## config.mk

```make
export PLATFORM = sky130hd
export DESIGN_NAME = fsg_top
export DESIGN_NICKNAME = d
export VERILOG_FILES = /design/src/rtl/fsg_pkg.sv /design/src/rtl/fsg_link_track.sv /design/src/rtl/fsg_sched.sv /design/src/rtl/fsg_top.sv
export SDC_FILE = /design/constraint.sdc
export NUM_CORES = 1
export LEC_CHECK = 0
export BUFFER_PORTS_ARGS = -buffer_cell sky130_fd_sc_hd__buf_2
export CAP_MARGIN = 25
export CORE_ASPECT_RATIO = 2
export CORE_MARGIN = 1
export CORE_UTILIZATION = 35
export CTS_CLUSTER_SIZE = 8
export DETAILED_ROUTE_END_ITERATION = 12
export SKIP_CTS_REPAIR_TIMING = 1
export SYNTH_ARGS = -nofsm -noshare
export SYNTH_HDL_FRONTEND = slang
export SYNTH_SLANG_ARGS = --single-unit
export TNS_END_PERCENT = 10
```

## constraint.sdc

```tcl
create_clock -name clk -period 3.9 [get_ports clk]
set_input_delay 0.78 -clock clk [delete_from_list [all_inputs] [get_ports clk]]
set_output_delay 0.78 -clock clk [all_outputs]
set_load 0.1 [all_outputs]
```

## src/rtl/fsg_pkg.sv

```systemverilog
package fsg_pkg;
  localparam int VALW = 13;
  localparam int DIVW = 4;
  localparam int ERRW = 8;
  typedef logic [VALW-1:0] val_t;
endpackage

```

## src/rtl/fsg_link_track.sv

```systemverilog
module fsg_link_track
  import fsg_pkg::*;
#(
  parameter int NLINK = 4,
  parameter int CW    = 16
) (
  input  logic             clk,
  input  logic             rst_n,
  input  logic [NLINK-1:0] vs_in,
  input  logic [NLINK-1:0] link_en,
  input  val_t             skew_thr,
  output logic             start_ev,
  output logic             done_ev,
  output logic             skew_hit
);
  logic [NLINK-1:0] vs_q, seen_q, seen_d, rise, merged;
  logic             act_q, act_d;
  logic [CW-1:0]    gap_q, gap_d, gap_used;

  assign rise   = vs_in & ~vs_q & link_en;
  assign merged = (seen_q | rise) & link_en;

  always_comb begin
    seen_d   = seen_q;
    act_d    = act_q;
    gap_d    = gap_q;
    gap_used = '0;
    start_ev = 1'b0;
    done_ev  = 1'b0;
    if (!act_q) begin
      if (|rise) begin
        start_ev = 1'b1;
        if (rise == link_en) begin
          done_ev = 1'b1;
        end else begin
          act_d  = 1'b1;
          seen_d = rise;
          gap_d  = {{(CW-1){1'b0}}, 1'b1};
        end
      end
    end else begin
      gap_used = gap_q;
      if (merged == link_en) begin
        done_ev = 1'b1;
        act_d   = 1'b0;
        seen_d  = '0;
      end else begin
        seen_d = merged;
        gap_d  = (gap_q == '1) ? gap_q : gap_q + 1'b1;
      end
    end
    skew_hit = done_ev && (skew_thr != '0) &&
               (gap_used > {{(CW-VALW){1'b0}}, skew_thr});
  end

  always_ff @(posedge clk or negedge rst_n) begin
    if (!rst_n) begin
      vs_q   <= '0;
      seen_q <= '0;
      act_q  <= 1'b0;
      gap_q  <= '0;
    end else begin
      vs_q   <= vs_in;
      seen_q <= seen_d;
      act_q  <= act_d;
      gap_q  <= gap_d;
    end
  end

  // A round that has just completed cannot be completed again on the next edge
  assert_round_close_R2: assert property (@(posedge clk) disable iff (!rst_n)
    (act_q && done_ev) |=> !act_q);
endmodule

```

## src/rtl/fsg_sched.sv

```systemverilog
module fsg_sched
  import fsg_pkg::*;
#(
  parameter int CW = 16
) (
  input  logic            clk,
  input  logic            rst_n,
  input  logic            ref_ev,
  input  logic [DIVW-1:0] period_div,
  input  val_t            margin,
  input  logic            margin_neg,
  output logic            fsync
);
  logic [DIVW-1:0] div_q, div_d;
  logic [CW-1:0]   per_q, per_d, tmr_q, tmr_d, mx;
  logic            have_q, have_d, pend_q, pend_d;

  assign mx    = {{(CW-VALW){1'b0}}, margin};
  assign fsync = pend_q && (tmr_q == '0);

  always_comb begin
    per_d  = (per_q == '1) ? per_q : per_q + 1'b1;
    have_d = have_q;
    div_d  = div_q;
    pend_d = pend_q;
    tmr_d  = tmr_q;
    if (fsync) pend_d = 1'b0;
    else if (pend_q) tmr_d = tmr_q - 1'b1;
    if (ref_ev) begin
      per_d  = {{(CW-1){1'b0}}, 1'b1};
      have_d = 1'b1;
      if (div_q >= period_div) begin
        div_d = '0;
        if (!margin_neg) begin
          pend_d = 1'b1;
          tmr_d  = mx;
        end else if (have_q) begin
          pend_d = 1'b1;
          tmr_d  = (per_q > mx) ? per_q - mx : '0;
        end
      end else begin
        div_d = div_q + 1'b1;
      end
    end
  end

  always_ff @(posedge clk or negedge rst_n) begin
    if (!rst_n) begin
      div_q  <= '0;
      per_q  <= '0;
      tmr_q  <= '0;
      have_q <= 1'b0;
      pend_q <= 1'b0;
    end else begin
      div_q  <= div_d;
      per_q  <= per_d;
      tmr_q  <= tmr_d;
      have_q <= have_d;
      pend_q <= pend_d;
    end
  end

  assert_one_cycle_R11: assert property (@(posedge clk) disable iff (!rst_n)
    fsync |=> !fsync);
  assert_pending_holds_R4: assert property (@(posedge clk) disable iff (!rst_n)
    (pend_q && tmr_q != '0) |=> pend_q);
endmodule

```

## src/rtl/fsg_top.sv

```systemverilog
module fsg_top
  import fsg_pkg::*;
#(
  parameter int NLINK = 4,
  parameter int CW    = 16
) (
  input  logic             clk,
  input  logic             rst_n,
  input  logic [NLINK-1:0] vs_in,
  input  logic [NLINK-1:0] link_en,
  input  logic             wait_all,
  input  logic [DIVW-1:0]  period_div,
  input  logic [VALW-1:0]  margin,
  input  logic             margin_neg,
  input  logic [VALW-1:0]  skew_thr,
  output logic             fsync,
  output logic             skew_err,
  output logic [ERRW-1:0]  skew_cnt
);
  logic [1:0]      rsync_q;
  logic            rst_sn, start_ev, done_ev, skew_hit, ref_ev;
  logic            err_d;
  logic [ERRW-1:0] cnt_d;

  always_ff @(posedge clk or negedge rst_n) begin
    if (!rst_n) rsync_q <= 2'b00;
    else        rsync_q <= {rsync_q[0], 1'b1};
  end
  assign rst_sn = rsync_q[1];

  fsg_link_track #(.NLINK(NLINK), .CW(CW)) u_track (
    .clk(clk), .rst_n(rst_sn), .vs_in(vs_in), .link_en(link_en),
    .skew_thr(skew_thr), .start_ev(start_ev), .done_ev(done_ev),
    .skew_hit(skew_hit));

  assign ref_ev = wait_all ? done_ev : start_ev;

  fsg_sched #(.CW(CW)) u_sched (
    .clk(clk), .rst_n(rst_sn), .ref_ev(ref_ev), .period_div(period_div),
    .margin(margin), .margin_neg(margin_neg), .fsync(fsync));

  always_comb begin
    err_d = skew_err;
    cnt_d = skew_cnt;
    if (skew_hit) begin
      err_d = 1'b1;
      if (skew_cnt != '1) cnt_d = skew_cnt + 1'b1;
    end
  end

  always_ff @(posedge clk or negedge rst_sn) begin
    if (!rst_sn) begin
      skew_err <= 1'b0;
      skew_cnt <= '0;
    end else begin
      skew_err <= err_d;
      skew_cnt <= cnt_d;
    end
  end

  assert_sticky_R7: assert property (@(posedge clk) disable iff (!rst_sn)
    skew_err |=> skew_err);
  assert_thr_off_R8: assert property (@(posedge clk) disable iff (!rst_sn)
    (skew_thr == '0) |=> $stable(skew_cnt));
  assert_saturate_R9: assert property (@(posedge clk) disable iff (!rst_sn)
    (skew_cnt == '1) |=> (skew_cnt == '1));
  assert_cnt_flag_R7: assert property (@(posedge clk) disable iff (!rst_sn)
    (skew_cnt != '0) |-> skew_err);
endmodule

```

# Word-level counts from Yosys, hierarchy flattened
# Cells that the tools add are included.
# Widths: inputs -> output; s select.
# word_totals
ff_bits,74
inputBits,42
output_inout_bits,10
word_cells,81
# op_classes
add_sub_neg,6
n_lt_le_gt_ge,3
eq_ne,9
mux,36
bitwise,5
reduce_logical,10
# ops
op,count
$mux 16,15
$add 16x1->16 const B,2
$eq 16x16->1 const B,2
$gt 16x13->1,2
$mux 4,5
$logic_not 16->1,1
$mux 1,16
$sub 16x1->16 const B,1
$sub 16x13->16,1
$reduce_bool 13->1,1
$and 4x4->4,3
$add 8x1->8 const B,1
$eq 4x4->1,2
$ne 8x8->1 const B,1
$ne 2x2->1 const B,3
$add 4x1->4 const B,1
$ge 4x4->1,1
$not 4->4,1
$or 4x4->4,1
$reduce_and 2->1,2
$reduce_and 4->1,1
$reduce_or 4->1,1
$logic_and 1x1->1,3
$ne 2x1->1 const B,1
$reduce_bool 2->1,1

# Longest topological paths before layout
# Gate-level depths: netlist of the first run.
# logic_depth
depth_word,11
ltp_mapped,11
ltp_nobuf,9

# Hierarchy
# A second synthesis of the first run with hierarchy kept.
# unflattened
hier_cells,591
area_unflattened_um2,5307.6
# by_module_without_submodules
mod,n_inst,cells_each,area_per_inst_um2,seq_area_each_um2
fsg_sched,1,341,2991.6,950.9
fsg_link_track,1,211,1820.5,625.6
fsg_top,1,39,495.5,275.3

# Worst setup path after synthesis of the first run
# No wires, ideal clock.
# synth_timing
path_kind,register -> output
from,register u_sched.tmr_q[10]
to,output fsync
arrival_ns,2.471
required_time_ns,3.120
setup_slack_ns,0.649
path_stages_with_launch,5
n_path_buf,0
cell_sequence,dfrtp_1 > or4_4 > or3b_4 > nor4_2 > and2_1
# synth_between
elab_chain_cells,2
# synth_rtl
item,line,source
start: declaration,fsg_sched.sv:15,"logic [CW-1:0] per_q, per_d, tmr_q, tmr_d, mx;"
start signal: assignment,fsg_sched.sv:57,tmr_q <= tmr_d;
$logic_not 16->1,fsg_sched.sv:19,assign fsync = pend_q && (tmr_q == '0);
$logic_and 1x1->1,fsg_sched.sv:19,
end: declaration,fsg_top.sv:16,"output logic fsync,"
# No other way between the ends.

# Worst setup path in the final report of the first run
# Ends and elaborated chain as after synthesis.

==> results by group, run 1 <==
Min path
  • Tightest Hold Check Type: in -> async

Logic synthesis
  • Post-synthesis mux area share: 0.01175
  • Post-synth top area share: 0.3478
  • Syn Inst Count: 606
  • Syn nets: 685
  • Ys flop type: dfrtp_1
  • Largest family of logic cells by synthesized area: simple AND/OR/NAND/NOR gates
  • Sequential area share after synthesis: 0.3478
  • Synth warn: 0
  • Syn Std Cell Area: 0.005324 mm²
  • Number of synthesized flops with an enable pin: 0
  • Synth Register Bits: 74
  • FFs w/ async S/R, synth: 1.000
  • Ranking of synthesized cells by area: dfrtp_1 35%, ha_1 8.5%, xnor2_1 5.3%
  • Compound-Gate Fraction of Synth Area: 0.1861
  • Post-synthesis xor/xnor area fraction: 0.06910
  • Yosys cell types: 69
  • Avg Cell Area, Syn: 8.785 µm²
  • Synth Area in Simple Gates: 0.2526
  • Synth area leader: dfrtp_1
  • Adder-cell share of the synthesized area: 0.08837

Timing
  • Fin Setup TNS: 0 ns
  • Fmax: 286.5 MHz
  • Period utilization: 0.8948
  • Final worst slack: 0.4102 ns
  • Hold Fails Final Rpt: 0
  • Clock Skews: 0.008840 ns
  • Worst Max-Slew Pin Slew: 0.8546 ns
  • Hold WS: 0.2218 ns
  • Slew Viols, Final: 0
  • RSZ-0062 raised after global routing: no
  • Slew headroom: 0.4303
  • Crit path time final: 3.490 ns
  • Final setup fails: 0

Setup path
  • Worst Reg-to-Reg Cells: 9
  • Crit path DAT: 2.71 ns
  • Crit-path max FO: 5
  • Crit path depth: 5
  • Crit path cell chain: or4_4, or3b_4, nor4_2, and2_1, buf_2
  • Worst setup path end: fsync
  • Worst Path Required: 3.12 ns
  • Buffer and inverter count on the worst path: 1
  • FF-to-FF End: skew_cnt[1]$_DFFE_PN0P_
  • CP Launch Point: u_sched.tmr_q[10]$_DFF_PN0_
  • Kind of critical path: reg -> out
  • RR Startpoint: u_track.act_q$_DFF_PN0_
  • Worst path slowest cell: or4_4
  • Critical path endpoint category: output port
  • Worst setup SP type: flop
  • Worst R2R Setup Slack: 1.05 ns
  • CP delay by family, top: simple AND/OR/NAND/NOR gates
  • Slowest cell delay on critical path: 0.57 ns

Die
  • Die Ht: 176.4 µm
  • Die Area: 0.01574 mm²
  • Die Width: 89.21 µm
  • Initial Utilization: 0.3593
  • IO Pins: 52
  • Cell Rows: 63
  • Core ar.: 0.01482 mm²

Drt
  • Final wirelength: 13830 µm
  • Residual DRC: 0
  • Antenna viol nets, final: 0
  • Vias per inst: 5.495
  • WL/cell: 16.17 µm
  • DR iter-0 viols: 171
  • TritonRoute pass-1 iters: 4
  • Vias: 4698

Place
  • GPL Wtd Cong: 0.9916
  • IO Port Bufs: 51
  • Dpl hpwl: 10970 µm
  • Setup Slack @ Placement: 0.6429 ns

Clock tree
  • CTS buffer count: 9
  • CTS tree: done
  • Skew-Pair Late Insertion Delay: 0.34 ns
  • CTS root buf: clkbuf_16
  • Clk sinks: 74
  • H-tree levels: 3
  • Clock-pin slew on the worst setup and hold paths: 0.06 ns
  • Maximum clock path buffer count: 2

Power
  • Overall Power: 3.192 mW
  • Leakage: 2.791 nW
  • VDD IR-drop max: 0.2839 mV
  • Power Dens Cells: 520.8 mW/mm²

Cells and area
  • Most frequent cells in the layout: 73 x dfrtp_1, 51 x buf_2, 45 x a21oi_1
  • Area Overhead vs Synth: 15.14%
  • Share of layout cells above drive strength 1: 0.1364
  • Net count, final: 735
  • Commonest non-fill, non-tap cell in the layout: dfrtp_1
  • Antenna cells: 0

GRT
  • Number of global-route vias before repair: 4915
  • GRT Total Usage: 0.1887
  • Final global-route overflow total: 0
  • Largest net degree at the start of global routing: 38
  • Initial antenna violation count: 0
  • First-pass GRT wire length: 22720 µm

Flow run
  • Max-cap violations: 0

Status
  • Status: completed
worst register-to-register path, delay by kind of cell (launching register included):
kind	cells	cell delay, ns
flip-flops	1	0.82
multiplexers	1	0.34
buffers and inverters	1	0.18
AND/OR/NAND/NOR	3	0.61
adder cells (fa/ha/maj)	1	0.23
AO/OA/AOI/OAI	3	0.56
layer usage:
layer | part of all wire | up-vias | track usage
met5 | 0 | - | 0
met4 | 0.042 | 0 | 0.1038
met3 | 0.022 | 40 | 0.02197
met2 | 0.58 | 102 | 0.3664
met1 | 0.36 | 2244 | 0.1827
li1 | - | 2312 | -
per-stage QoR:
stage                       util  std cells  area [µm²]
after floorplan                -        606        5324
after global placement    0.3913        838        5798
after detailed placement  0.3918        839        5806
after CTS                 0.4131        854        6122
after global routing      0.4136        855        6130
final                     0.4136        855        6130
registers in the layout (all words and copies together), names as in the netlist:
signal          flops
u_sched.tmr_q      16
u_track.act_q       1
u_sched.pend_q      1
skew_cnt            8
u_sched.div_q       4
u_track.gap_q      16
u_sched.have_q      1
u_sched.per_q      16
rsync_q             2
u_track.seen_q      4
u_track.vs_q        4
skew_err            1
kinds of logic (layout without fill, tap and decap cells):
logic type | count (synthesis) | count (layout)
other | 1 | 1
flip-flops | 74 | 74
buffers and inverters | 61 | 115
AND/OR/NAND/NOR | 237 | 237
multiplexers | 6 | 6
XOR/XNOR | 42 | 42
AO/OA/AOI/OAI | 148 | 148
adder cells (fa/ha/maj) | 37 | 37
synth_stat cells, types with 2 or more instances:
cell	n
a211oi_1	2
nor2_1	41
nand4b_1	5
o2bb2ai_1	2
xor2_1	10
clkbuf_1	17
a211o_1	2
dfrtp_1	74
o21a_1	4
a21boi_0	2
nor3_1	16
mux2_2	2
inv_1	41
o2111ai_1	2
nand2_1	37
or4_1	5
o31ai_1	2
ha_1	36
and4_1	7
mux2i_1	4
nor4_1	8
o22ai_1	11
nor4_2	2
a2bb2oi_1	7
o221ai_1	4
a31oi_1	2
and3_1	8
nand3b_1	8
buf_2	2
nor2b_1	5
o21ai_0	33
nand2b_1	14
and2_1	16
and4b_1	2
nand4_1	17
or3_1	17
a21o_1	5
a21oi_1	45
nand3_1	18
a32o_1	4
xnor2_1	32
o211ai_1	5
a22oi_1	2
nor3b_1	3
where the power goes:
group	switching, mW	leakage, nW	internal, mW
clock	0.334	0.144	0.559
sequential	0.229	0.954	0.934
combinational	0.642	1.69	0.495
how the worst min path moves through the flow:
| stage | slack [ns] | from | depth (start not counted) | endpoint |
|---|---|---|---|---|
| floorplan | 0.33 | rsync_q[0]$_DFF_PN0_ | 0 | rsync_q[1]$_DFF_PN0_ |
| global placement | 0.34 | rsync_q[0]$_DFF_PN0_ | 0 | rsync_q[1]$_DFF_PN0_ |
| detailed placement | 0.34 | rsync_q[0]$_DFF_PN0_ | 0 | rsync_q[1]$_DFF_PN0_ |
| CTS | 0.21 | rst_n | 1 | rsync_q[1]$_DFF_PN0_ |
| global route | 0.21 | rst_n | 1 | rsync_q[1]$_DFF_PN0_ |
| finish | 0.22 | rst_n | 1 | rsync_q[0]$_DFF_PN0_ |
final cells by class:
class,count,area (µm²)
tap,195,244.0
multi-input combinational,471,3247
sequential,74,1853
clock buffer,9,225.2
clock inverter,6,91.34
fill,1569,8690
timing repair buffer,59,315.3
inverter,41,153.9
No activity file was read; power rests on OpenSTA's default activity.
==> run 2: changes to the inputs <==
--- a/config.mk
+++ b/config.mk
@@ -10,6 +10,7 @@
 export CORE_ASPECT_RATIO = 2
 export CORE_MARGIN = 1
 export CORE_UTILIZATION = 35
+export CTS_CLUSTER_DIAMETER = 80
 export CTS_CLUSTER_SIZE = 8
 export DETAILED_ROUTE_END_ITERATION = 12
 export SKIP_CTS_REPAIR_TIMING = 1
==> constraint.sdc (replaced) <==
create_clock -name clk -period 4.1 [get_ports clk]
set_input_delay 0.82 -clock clk [delete_from_list [all_inputs] [get_ports clk]]
set_output_delay 0.82 -clock clk [all_outputs]
set_load 0.1 [all_outputs]
==> results by group, run 2 (synthesized netlist as in run 1, its figures left out) <==
Power
  • Register share of total power: 0.370 (was 0.364)
  • Combinational Power Share: 0.367 (was 0.356)
  • Switching Fraction: 0.3792 (was 0.3774)
  • VDD IR-drop max: 0.2978 mV (was 0.2839 mV)
  • Leakage: 2.792 nW (was 2.791 nW)
  • Power Dens Cells: 486.1 mW/mm² (was 520.8 mW/mm²)
  • Psw: 1.128 mW (was 1.205 mW)
  • Internal power: 1.847 mW (was 1.988 mW)
  • Clk pwr share: 0.263 (was 0.280)

Place
  • GPL Wtd Cong: 0.9089 (was 0.9916)
  • Dpl hpwl: 10780 µm (was 10970 µm)
  • Placed instance area: 0.005806 mm² (unchanged)
  • IO Port Bufs: 51 (unchanged)

Setup path
  • Kind of critical path: reg -> out (unchanged)
  • Worst Path Required: 3.28 ns (was 3.12 ns)
  • Worst setup SP type: flop (unchanged)
  • Critical path endpoint category: output port (unchanged)
  • Worst R2R Setup Slack: 1.24 ns (was 1.05 ns)
  • Crit path DAT: 2.73 ns (was 2.71 ns)
  • Crit-path max FO: 5 (unchanged)

Status
  • Status: completed (unchanged)

Cells and area
  • Commonest non-fill, non-tap cell in the layout: dfrtp_1 (unchanged)
  • Biggest regs: u_sched.per_q: 16 flops, u_sched.tmr_q: 16 flops, u_track.gap_q: 16 flops (unchanged)
  • Area Overhead vs Synth: 14.95% (was 15.14%)
  • FILL cells: 1526 (was 1569)
  • Area of the multi-input gates: 0.003247 mm² (unchanged)
  • Net count, final: 735 (unchanged)
  • Most frequent cells in the layout: 73 x dfrtp_1, 51 x buf_2, 45 x a21oi_1 (unchanged)
  • Design area: 0.006120 mm² (was 0.006130 mm²)
  • Antenna cells: 0 (unchanged)
  • Register area: 0.001853 mm² (unchanged)
  • Share of layout cells above drive strength 1: 0.1364 (unchanged)

Timing
  • Fmax: 281.5 MHz
  • Final setup fails: 0 (unchanged)
  • Slew headroom: 0.3370 (was 0.4303)
  • Period utilization: 0.8664
  • Clock Skews: 0.008017 ns (was 0.008840 ns)
  • Fin Setup TNS: 0 ns (unchanged)
  • RSZ-0062 raised after global routing: no (unchanged)
  • Crit path time final: 3.552 ns
  • Slew Viols, Final: 0 (unchanged)
  • Worst Max-Slew Pin Slew: 0.9862 ns (was 0.8546 ns)
  • Hold Fails Final Rpt: 0 (unchanged)

Die
  • Die Ht: 176.4 µm (unchanged)
  • Initial Utilization: 0.3593 (unchanged)
  • Core ar.: 0.01482 mm² (unchanged)
  • IO Pins: 52 (unchanged)
  • Die Area: 0.01574 mm² (unchanged)
  • Die Width: 89.21 µm (unchanged)
  • Cell Rows: 63 (unchanged)

Drt
  • Residual DRC: 0 (unchanged)
  • Vias per inst: 5.492 (was 5.495)
  • Vias: 4696 (was 4698)
  • WL/cell: 16.10 µm (was 16.17 µm)
  • TritonRoute pass-1 iters: 4 (unchanged)
  • Final wirelength: 13770 µm (was 13830 µm)
  • DR iter-0 viols: 165 (was 171)
  • Antenna viol nets, final: 0 (unchanged)

GRT
  • Initial antenna violation count: 0 (unchanged)
  • GRT Total Usage: 0.1886 (was 0.1887)
  • Final global-route overflow total: 0 (unchanged)
  • Largest net degree at the start of global routing: 42 (was 38)
  • Number of global-route vias before repair: 4934 (was 4915)
  • First-pass GRT wire length: 22780 µm (was 22720 µm)

Clock tree
  • CTS root buf: clkbuf_16 (unchanged)
  • Skew-Pair Late Insertion Delay: 0.33 ns (was 0.34 ns)
  • H-tree levels: 3 (unchanged)
  • Clock-pin slew on the worst setup and hold paths: 0.06 ns (about the same)
  • Clk sinks: 74 (unchanged)
  • CTS tree: done (unchanged)
  • CTS buffer count: 9 (unchanged)
  • Maximum clock path buffer count: 2 (unchanged)

Min path
  • Tightest Hold Check Type: reg -> async (was in -> async)

Flow run
  • Max-cap violations: 0 (unchanged)
run 2: cell types whose count changed in the layout (fill, tap and decap cells not counted), sizes merged:
| cell | change |
|---|---|
| buf | +1 |
| bufinv | -1 |
| clkinv | +2 |
| clkinvlp | -1 |
| inv | -1 |
run 2: layout make-up:
cell class | instances | share of cell area
clock buffers | 10 | 0.03905
clock inverters | 5 | 0.008996
inverters | 41 | 0.02515
multi-input cells | 471 | 0.5306
flip-flops and latches | 74 | 0.3028
well taps | 195 | 0.03987
repair buffers | 59 | 0.05357
run 2: power groups by stage:
stage	clock, mW	sequential, mW	combinational (mW)
2_1_floorplan	0	1.05	0.848
3_3_place_gp	0	1.11	1.05
3_5_place_dp	0	1.12	1.08
4_1_cts	0.803	1.11	1.09
5_1_grt	0.831	1.13	1.22
6_report	0.781	1.10	1.09
run 2: worst paths after layout:
path                                         startpoint                             to  cells after the start
max                         u_sched.tmr_q[10]$_DFF_PN0_                          fsync                      5
min                                rsync_q[1]$_DFF_PN0_  u_sched.per_q[14]$_DFFE_PN0P_                      0
max reg2reg                u_sched.per_q[0]$_DFFE_PN0P_    u_sched.tmr_q[12]$_DFF_PN0_                      9
min reg2reg                        rsync_q[1]$_DFF_PN0_  u_sched.per_q[14]$_DFFE_PN0P_                      0
max in group asynchronous          rsync_q[1]$_DFF_PN0_       u_sched.pend_q$_DFF_PN0_                      2
min in group clk                   rsync_q[0]$_DFF_PN0_           rsync_q[1]$_DFF_PN0_                      0
run 2: routing by layer:
metal | part of all wire | global-route usage | vias to the layer above
met4 | 0.039 | 0.09722 | 0
met5 | 0 | 0 | -
li1 | - | - | 2319
met2 | 0.58 | 0.3674 | 83
met3 | 0.021 | 0.02431 | 39
met1 | 0.36 | 0.1832 | 2255
run 2: stage by stage:
stage	power (mW)	setup slack, ns	hold WS (ns)	cells	util
after floorplan	1.893	0.8087	0.3312	606	-
after global placement	2.152	0.9099	0.3422	838	0.3913
after detailed placement	2.198	0.7817	0.3379	839	0.3918
after CTS	2.999	0.5192	0.2482	854	0.4116
after global routing	3.184	0.4238	0.06584	855	0.4130
final	2.975	0.5478	0.05991	855	0.4130
run 2: worst max-delay path: stages (launching register included):
cell and delay [ns]:
dfrtp_1 0.42, or4_4 0.56, or3b_4 0.46, nor4_2 0.35
and2_1 0.19, buf_2 0.42
